**src/rtl/irqc_pkg.sv**
```systemverilog
package irqc_pkg;

    localparam int GRP_W  = 4;
    localparam int OP_W   = 2;
    localparam int ADDR_W = GRP_W + OP_W;
    localparam int NCTRL  = 8;   // set/clear registers, groups 0..7

    typedef enum logic [GRP_W-1:0] {
        G_CFG0   = 4'd0,
        G_CFG1   = 4'd1,
        G_CFG2   = 4'd2,
        G_MASK   = 4'd3,
        G_WAKE   = 4'd4,
        G_ROUTE  = 4'd5,
        G_SRCSEL = 4'd6,
        G_TEST   = 4'd7,
        G_RISE   = 4'd8,
        G_FALL   = 4'd9,
        G_STAT0  = 4'd10,
        G_STAT1  = 4'd11
    } grp_e;

    typedef enum logic [OP_W-1:0] {
        OP_READ = 2'd0,
        OP_SET  = 2'd1,
        OP_CLR  = 2'd2
    } op_e;

    typedef struct packed {
        logic wr;
        grp_e grp;
        op_e  op;
    } bus_dec_t;

    function automatic logic [ADDR_W-1:0] reg_addr(grp_e g, op_e o);
        return {g, o};
    endfunction

    function automatic bus_dec_t decode(logic [ADDR_W-1:0] a, logic w);
        bus_dec_t d;
        d.wr  = w;
        d.grp = grp_e'(a[ADDR_W-1:OP_W]);
        d.op  = op_e'(a[OP_W-1:0]);
        return d;
    endfunction

    // Trigger mode classification on {cfg2,cfg1,cfg0}
    function automatic logic catches_rise(logic [2:0] m);
        return (m == 3'b001) || (m == 3'b011);
    endfunction

    function automatic logic catches_fall(logic [2:0] m);
        return (m == 3'b010) || (m == 3'b011);
    endfunction

    function automatic logic level_high(logic [2:0] m);
        return m == 3'b101;
    endfunction

    function automatic logic level_low(logic [2:0] m);
        return m == 3'b110;
    endfunction

endpackage

```
**src/rtl/irqc_sync.sv**
```systemverilog
module irqc_sync #(
    parameter int W = 32
) (
    input  logic         clk,
    input  logic         rst,
    input  logic [W-1:0] d,
    output logic [W-1:0] q,
    output logic [W-1:0] q_dly
);
    logic [W-1:0] stage1;

    always_ff @(posedge clk) begin
        if (rst) begin
            stage1 <= '0;
            q      <= '0;
            q_dly  <= '0;
        end else begin
            stage1 <= d;
            q      <= stage1;
            q_dly  <= q;
        end
    end
endmodule

```
**src/rtl/irqc_ctrl_regs.sv**
```systemverilog
module irqc_ctrl_regs
    import irqc_pkg::*;
#(
    parameter int NSRC = 32
) (
    input  logic                       clk,
    input  logic                       rst,
    input  bus_dec_t                   dec,
    input  logic [NSRC-1:0]            wdata,
    output logic [NCTRL-1:0][NSRC-1:0] ctrl_q
);
    for (genvar g = 0; g < NCTRL; g++) begin : g_reg
        logic hit;
        assign hit = dec.wr && (dec.grp == grp_e'(g));

        always_ff @(posedge clk) begin
            if (rst) begin
                ctrl_q[g] <= '0;
            end else if (hit && dec.op == OP_SET) begin
                ctrl_q[g] <= ctrl_q[g] | wdata;
            end else if (hit && dec.op == OP_CLR) begin
                ctrl_q[g] <= ctrl_q[g] & ~wdata;
            end
        end
    end
endmodule

```
**src/rtl/irqc_trigger.sv**
```systemverilog
module irqc_trigger
    import irqc_pkg::*;
#(
    parameter int NSRC = 32
) (
    input  logic            clk,
    input  logic            rst,
    input  logic [NSRC-1:0] lvl,
    input  logic [NSRC-1:0] lvl_dly,
    input  logic [NSRC-1:0] cfg0,
    input  logic [NSRC-1:0] cfg1,
    input  logic [NSRC-1:0] cfg2,
    input  logic [NSRC-1:0] mask,
    input  logic [NSRC-1:0] rise_clr,
    input  logic [NSRC-1:0] fall_clr,
    output logic [NSRC-1:0] rise_cap,
    output logic [NSRC-1:0] fall_cap,
    output logic [NSRC-1:0] pending
);
    for (genvar i = 0; i < NSRC; i++) begin : g_src
        logic [2:0] mode;
        logic       rise_ev, fall_ev;
        logic       rc_q, fc_q;
        logic       active;

        assign mode    = {cfg2[i], cfg1[i], cfg0[i]};
        assign rise_ev = lvl[i] & ~lvl_dly[i];
        assign fall_ev = ~lvl[i] & lvl_dly[i];

        // A new event wins over a clear in the same cycle
        always_ff @(posedge clk) begin
            if (rst) begin
                rc_q <= 1'b0;
                fc_q <= 1'b0;
            end else begin
                rc_q <= (catches_rise(mode) & rise_ev) | (rc_q & ~rise_clr[i]);
                fc_q <= (catches_fall(mode) & fall_ev) | (fc_q & ~fall_clr[i]);
            end
        end

        always_comb begin
            if (catches_rise(mode) || catches_fall(mode))
                active = rc_q | fc_q;
            else if (level_high(mode))
                active = lvl[i];
            else if (level_low(mode))
                active = ~lvl[i];
            else
                active = 1'b0;
        end

        assign rise_cap[i] = rc_q;
        assign fall_cap[i] = fc_q;
        assign pending[i]  = mask[i] & active;
    end
endmodule

```
**src/rtl/irqc_top.sv**
```systemverilog
module irqc_top
    import irqc_pkg::*;
#(
    parameter int NSRC = 32
) (
    input  logic              clk,
    input  logic              rst,
    input  logic [NSRC-1:0]   src_in,
    input  logic [ADDR_W-1:0] addr,
    input  logic              wr_en,
    input  logic [NSRC-1:0]   wr_data,
    output logic [NSRC-1:0]   rd_data,
    output logic              irq_req0,
    output logic              irq_req1,
    output logic              irq_wake
);
    bus_dec_t                   dec;
    logic [NCTRL-1:0][NSRC-1:0] ctrl_q;
    logic [NSRC-1:0]            lvl, lvl_dly;
    logic [NSRC-1:0]            cfg0_q, cfg1_q, cfg2_q, mask_q, wake_q, route_q;
    logic [NSRC-1:0]            rise_clr, fall_clr;
    logic [NSRC-1:0]            rise_cap, fall_cap, pending;
    logic [NSRC-1:0]            stat0, stat1;

    assign dec = decode(addr, wr_en);

    irqc_ctrl_regs #(.NSRC(NSRC)) u_regs (
        .clk    (clk),
        .rst    (rst),
        .dec    (dec),
        .wdata  (wr_data),
        .ctrl_q (ctrl_q)
    );

    assign cfg0_q  = ctrl_q[G_CFG0];
    assign cfg1_q  = ctrl_q[G_CFG1];
    assign cfg2_q  = ctrl_q[G_CFG2];
    assign mask_q  = ctrl_q[G_MASK];
    assign wake_q  = ctrl_q[G_WAKE];
    assign route_q = ctrl_q[G_ROUTE];

    irqc_sync #(.W(NSRC)) u_sync (
        .clk   (clk),
        .rst   (rst),
        .d     (src_in),
        .q     (lvl),
        .q_dly (lvl_dly)
    );

    assign rise_clr = (dec.wr && dec.grp == G_RISE && dec.op == OP_CLR) ? wr_data : '0;
    assign fall_clr = (dec.wr && dec.grp == G_FALL && dec.op == OP_CLR) ? wr_data : '0;

    irqc_trigger #(.NSRC(NSRC)) u_trig (
        .clk      (clk),
        .rst      (rst),
        .lvl      (lvl),
        .lvl_dly  (lvl_dly),
        .cfg0     (cfg0_q),
        .cfg1     (cfg1_q),
        .cfg2     (cfg2_q),
        .mask     (mask_q),
        .rise_clr (rise_clr),
        .fall_clr (fall_clr),
        .rise_cap (rise_cap),
        .fall_cap (fall_cap),
        .pending  (pending)
    );

    assign stat0    = pending & route_q;
    assign stat1    = pending & ~route_q;
    assign irq_req0 = |stat0;
    assign irq_req1 = |stat1;
    assign irq_wake = |(pending & wake_q);

    always_comb begin
        rd_data = '0;
        if (dec.op == OP_READ) begin
            case (dec.grp)
                G_CFG0, G_CFG1, G_CFG2, G_MASK,
                G_WAKE, G_ROUTE, G_SRCSEL, G_TEST: rd_data = ctrl_q[dec.grp[2:0]];
                G_RISE:  rd_data = rise_cap;
                G_FALL:  rd_data = fall_cap;
                G_STAT0: rd_data = stat0;
                G_STAT1: rd_data = stat1;
                default: rd_data = '0;
            endcase
        end
    end
endmodule

```
**config.mk**
```make
export PLATFORM = sky130hd
export DESIGN_NAME = irqc_top
export DESIGN_NICKNAME = d
export VERILOG_FILES = /design/src/rtl/irqc_pkg.sv /design/src/rtl/irqc_sync.sv /design/src/rtl/irqc_ctrl_regs.sv /design/src/rtl/irqc_trigger.sv /design/src/rtl/irqc_top.sv
export SDC_FILE = /design/constraint.sdc
export NUM_CORES = 1
export LEC_CHECK = 0
export ABC_AREA = 1
export ABC_CLOCK_PERIOD_IN_PS = 2700
export BUFFER_PORTS_ARGS = -buffer_cell sky130_fd_sc_hd__buf_2
export CAP_MARGIN = 20
export CORE_MARGIN = 8
export CORE_UTILIZATION = 50
export CTS_BUF_LIST = sky130_fd_sc_hd__clkbuf_8 sky130_fd_sc_hd__clkbuf_16
export CTS_CLUSTER_DIAMETER = 50
export DETAILED_ROUTE_END_ITERATION = 6
export PLACE_DENSITY = 0.67
export SLEW_MARGIN = 20
export SYNTH_ARGS = -nofsm -noshare
export SYNTH_HDL_FRONTEND = slang
export SYNTH_SLANG_ARGS = --single-unit
```
**constraint.sdc**
```tcl
create_clock -name clk -period 2.7 [get_ports clk]
set_input_delay 0.405 -clock clk [delete_from_list [all_inputs] [get_ports clk]]
set_output_delay 0.405 -clock clk [all_outputs]
set_load 0.01 [all_outputs]
```
# Word level (Yosys, flattened, before mapping)
# Index checks and enable logic that the tools add are counted.
# Widths: inputs -> output; s select.
# op_classes
n_lt_le_gt_ge	1
n_eq_ne	173
n_mux	118
bitwise_logic	469
reduce_logical	138
# ops
operator	count
$mux 32	20
$and 32x32->32	11
$or 32x32->32	8
$and 1x1->1	224
$eq 3x2->1 const B	64
$eq 3x3->1 const B	64
$pmux 32 s5	1
$not 1->1	128
$bmux 32 s3	1
$eq 3x1->1 const B	32
$logic_or 1x1->1	96
$mux 1	96
$or 1x1->1	96
$reduce_or 32->1	3
$not 32->32	2
$logic_and 1x1->1	28
$eq 4x3->1 const B	4
$eq 4x4->1 const B	4
$reduce_bool 2->1	8
$eq 4x2->1 const B	2
$reduce_or 8->1	1
$eq 4x1->1 const B	1
$logic_not 4->1	1
$lt 3x4->1 const B	1
other kinds (3)	3
# totals
reg_bits	416
inputBits	73
out_inout_bits	35
elab_cells	974

# Longest topological paths before layout
# logic_depth
ltp_word	8
depth_mapped	11

# Hierarchy
# From an unflattened synthesis, not the netlist that was laid out.
# hier_totals
hier_cells	4008
hier_area_um2	24248.3
# by_module_without_submodules
module	n_inst	cells_each	area_per_inst_um2	seq_area_each_um2
irqc_ctrl_regs	1	1498	10919.2	5124.9
irqc_trigger	1	1046	5674.2	1281.2
irqc_top	1	1165	4840.9	0.0
irqc_sync	1	299	2813.9	1921.8

# Worst setup path after synthesis
# No wires, ideal clock.
# synth_timing
path_type	input to output
startpoint	input port addr[3]
endpoint	output port rd_data[18]
arrival_time_ns	1.428
slack_ns	0.867
stages	9
cell_sequence	inv_2 nor2_4 inv_2 nor2_2 inv_2 buf_1 o21ai_1 nor2_1 nor2_1
# synth_via
elab_chain_cells	4
word_cells_on_any_way	17
cone_classes	eq/ne (11); mux (4); reduce/logical (2)
# synth_lines
item	line	rtl
from (decl)	irqc_top.sv:9	input logic [ADDR_W-1:0] addr,
$bmux 32 s3 (tied with other cells)	irqc_top.sv:80	G_WAKE, G_ROUTE, G_SRCSEL, G_TEST: rd_data = ctrl_q[dec.grp[2:0]];
$mux 32 (implied by the code) or $reduce_or 8->1 (tied branches)	irqc_top.sv:80, irqc_top.sv:78	
$pmux 32 s5 (*)	irqc_top.sv:78	case (dec.grp)
$mux 32 (*)	irqc_top.sv:77	if (dec.op == OP_READ) begin
to (decl)	irqc_top.sv:12	output logic [NSRC-1:0] rd_data,
# Mark *: on every way between the ends. The rest lies on a longest branch, timed or not. The select of a mux whose other input is x is not followed.

==> impl_metrics.py <==
metrics = {
    "yosys": {
        "syn_area_per_cell_um2": 6.78,
        "synth-seq-area-share_pct": 42.2,
        "synth.distinct_cells": 26,
        "netlist_top_cells_area": "dfxtp_1 (42%), nand2_1 (11%), o21ai_0 (9.6%)",
        "synth_area_um2": 19700,
        "synth.top_cell.area_share_pct": 42.2,
        "yosysTopAreaCell": "dfxtp_1",
        "synth_fp_nets": 2985,
        "synth-warning-count": 0,
        "synth_cells": 2912,
        "ys_ff_latch": 416,
    },
    "drt": {
        "drt_iter0_drc": 2052,
        "wl_mm": 69.6,
        "viasPerCell": 5.85,
        "drt-wirelength-per-cell_um": 19.8,
        "ant_nets": 0,
        "dr.pass1.iters": 7,
        "drc": 8,
        "vias": 20500,
    },
    "flow_run": {
        "maxCapViolCount": 0,
    },
    "timing": {
        "worst_pin_slew_ns": 0.659,
        "hold_viol_final": 0,
        "fmax_mhz": 381,
        "fin_skew_ns": 0.00906,
        "fin_crit_ns": 2.62,
        "setup_viol_count_final": 0,
        "fin_tns_setup_ns": 0,
        "post-route-period-util_pct": 97.2,
        "finalMaxSlewViolations": 0,
        "slew_headroom_pct": 56.0,
    },
    "setup_path": {
        "critPathCaptureType": "primary output",
        "crit_chain": "nor2_1, nor2_1, nand2_1, nand3_1, nand2_1, nor2_1, nand2_1, nor2_4, nand2_1, buf_2",
        "required_ns": 2.30,
        "startpoint_type": "register",
        "path_class": "reg -> out",
        "slowest_delay_ns": 0.42,
        "crit_path_frequent_cell": "nand2_1",
        "crit_arrival_ns": 2.22,
        "critPathSlowestCell": "dfxtp_1",
        "crit_fanout": 6,
    },
    "global_route": {
        "busiest_layer": "met2",
        "antenna_found_initial": 1,
        "grt-ovfl-total": 0,
        "grt_pass1_vias": 20000,
        "grt_pass1_wl_mm": 110,
        "gr-usage-met3_pct": 5.30,
        "grt_util_met2_pct": 46.6,
        "met1_usage_pct": 38.0,
        "track_usage_pct": 29.3,
        "grt_max_degree": 87,
    },
    "clock_tree": {
        "clock-root-buffer": "clkbuf_16",
        "clk-insertion-delay-late_ns": 0.58,
        "cts_sinks": 416,
        "cts_hold_buf": 0,
        "cts_tree": "built",
        "clk_pin_slew_ns": 0.06,
        "cts.htree.levels": 2,
        "clock_path_buffers": 3,
        "cts_made_buffers": 48,
    },
    "outcome": {
        "status": "finished, violations left",
        "violations": "design-rule violations",
    },
    "place": {
        "dpl.cell_count": 3424,
        "hpwl_mm": 43.8,
        "gp_congestion": 0.903,
        "io_buffers": 107,
    },
    "final_layout": {
        "layout_commonest_cell": "nand2_1",
        "finalNonFillerCells": 3511,
        "drive_gt1_share_pct": 10.2,
        "area_delta_synth_final_pct": 14.8,
        "layout_common_cells": "nand2_1 (570), dfxtp_1 (404), o21ai_0 (376), nor2_1 (348), a21oi_1 (288)",
        "nets": 3029,
    },
    "pwr": {
        "leakage_nw": 8.46,
        "power.density_nw_per_um2": 619,
        "ir_worst_vdd_mv": 0.437,
        "p_total_mw": 14.0,
    },
    "floorplanning": {
        "io-pin-count": 108,
        "die-area_um2": 46100,
        "start_util_pct": 50.8,
        "die_x_um": 215,
        "rows": 72,
        "coreArea_um2": 38800,
        "die_h_um": 215,
    },
    "hold_path": {
        "min_path_type": "in -> reg",
    },
}
worst paths after layout:
path / startpoint / slack (ns) / depth (start not counted) / to
max reg2reg: u_sync.q[0]$_SDFF_PP0_ / 1.80 / 4 / u_trig.g_src[0].rc_q$_SDFF_PP0_
max: register / 0.08 / 10 / irq_req0
min: src_in[1] / 0.03 / 3 / u_sync.stage1[1]$_SDFF_PP0_
min reg2reg: u_sync.stage1[5]$_SDFF_PP0_ / 0.40 / 2 / u_sync.q[5]$_SDFF_PP0_
cell usage after synthesis, drive strengths merged:
cell,number
clkbuf,115
nor4,1
nor2,363
nand3,155
buf,61
nand4,65
a211oi,32
nand2,578
nand3b,45
o21ai,455
a22oi,64
a21oi,288
o22ai,2
nor3,30
dfxtp,416
inv,242
cells by family (layout without fill, tap and decap cells):
group	Yosys count	after routing	share of synthesized area (%)
other cells	0	1	0
compound gates	841	841	22.6
flops	416	416	42.2
buf+inv	418	498	8.32
simple gates	1237	1237	26.9
area by class of cell:
class,instances,area (µm²)
inverters,242,908
clock inverters,28,362
well taps,518,648
flip-flops and latches,416,8340
multi-input cells,2078,9860
repair buffers,170,1180
fillers,3746,16200
diodes,1,2.50
clock buffers,58,1350
where the power goes:
part	internal, mW	leakage [nW]	switching, mW
Clock	4.39	0.872	2.64
Combinational	0.158	4.22	0.575
Sequential	6.21	3.37	0.0439
Total	10.8	8.46	3.25
worst max-delay path, delay by kind of cell, from the launching register on:
| kind | cells | cell delay, ns |
|---|---|---|
| buf+inv | 1 | 0.15 |
| flops | 1 | 0.42 |
| simple gates | 9 | 1.08 |
layer usage:
metal	vias to the layer above	routed length, µm
met2	998	31400
met4	0	3150
met3	201	6600
li1	9807	-
met5	-	0
met1	9533	28400
metrics by stage:
| stage | instance area, µm² | setup slack [ns] | hold WS, ns | util, % |
|---|---|---|---|---|
| after global routing | 22700 | -0.0266 | 0.0178 | 58.3 |
| after global placement | 20900 | 0.332 | 0.390 | 53.8 |
| final | 22700 | 0.0759 | 0.0275 | 58.3 |
| after detailed placement | 20900 | 0.322 | 0.395 | 53.8 |
| after CTS | 22600 | 0.0000364 | 0.00649 | 58.2 |
| after floorplan | 19700 | 0.867 | 0.388 | - |
what timing repair did:
item | 4_1_cts | 5_1_grt
pin swaps | 0 | 1
gates resized for setup | 2 | 27
endpoints found under the setup margin | 2 | 5
buffers inserted | 0 | 0
hold endpoints to repair | 0 | 0
Note: power is estimated with default switching activity, not from simulation.
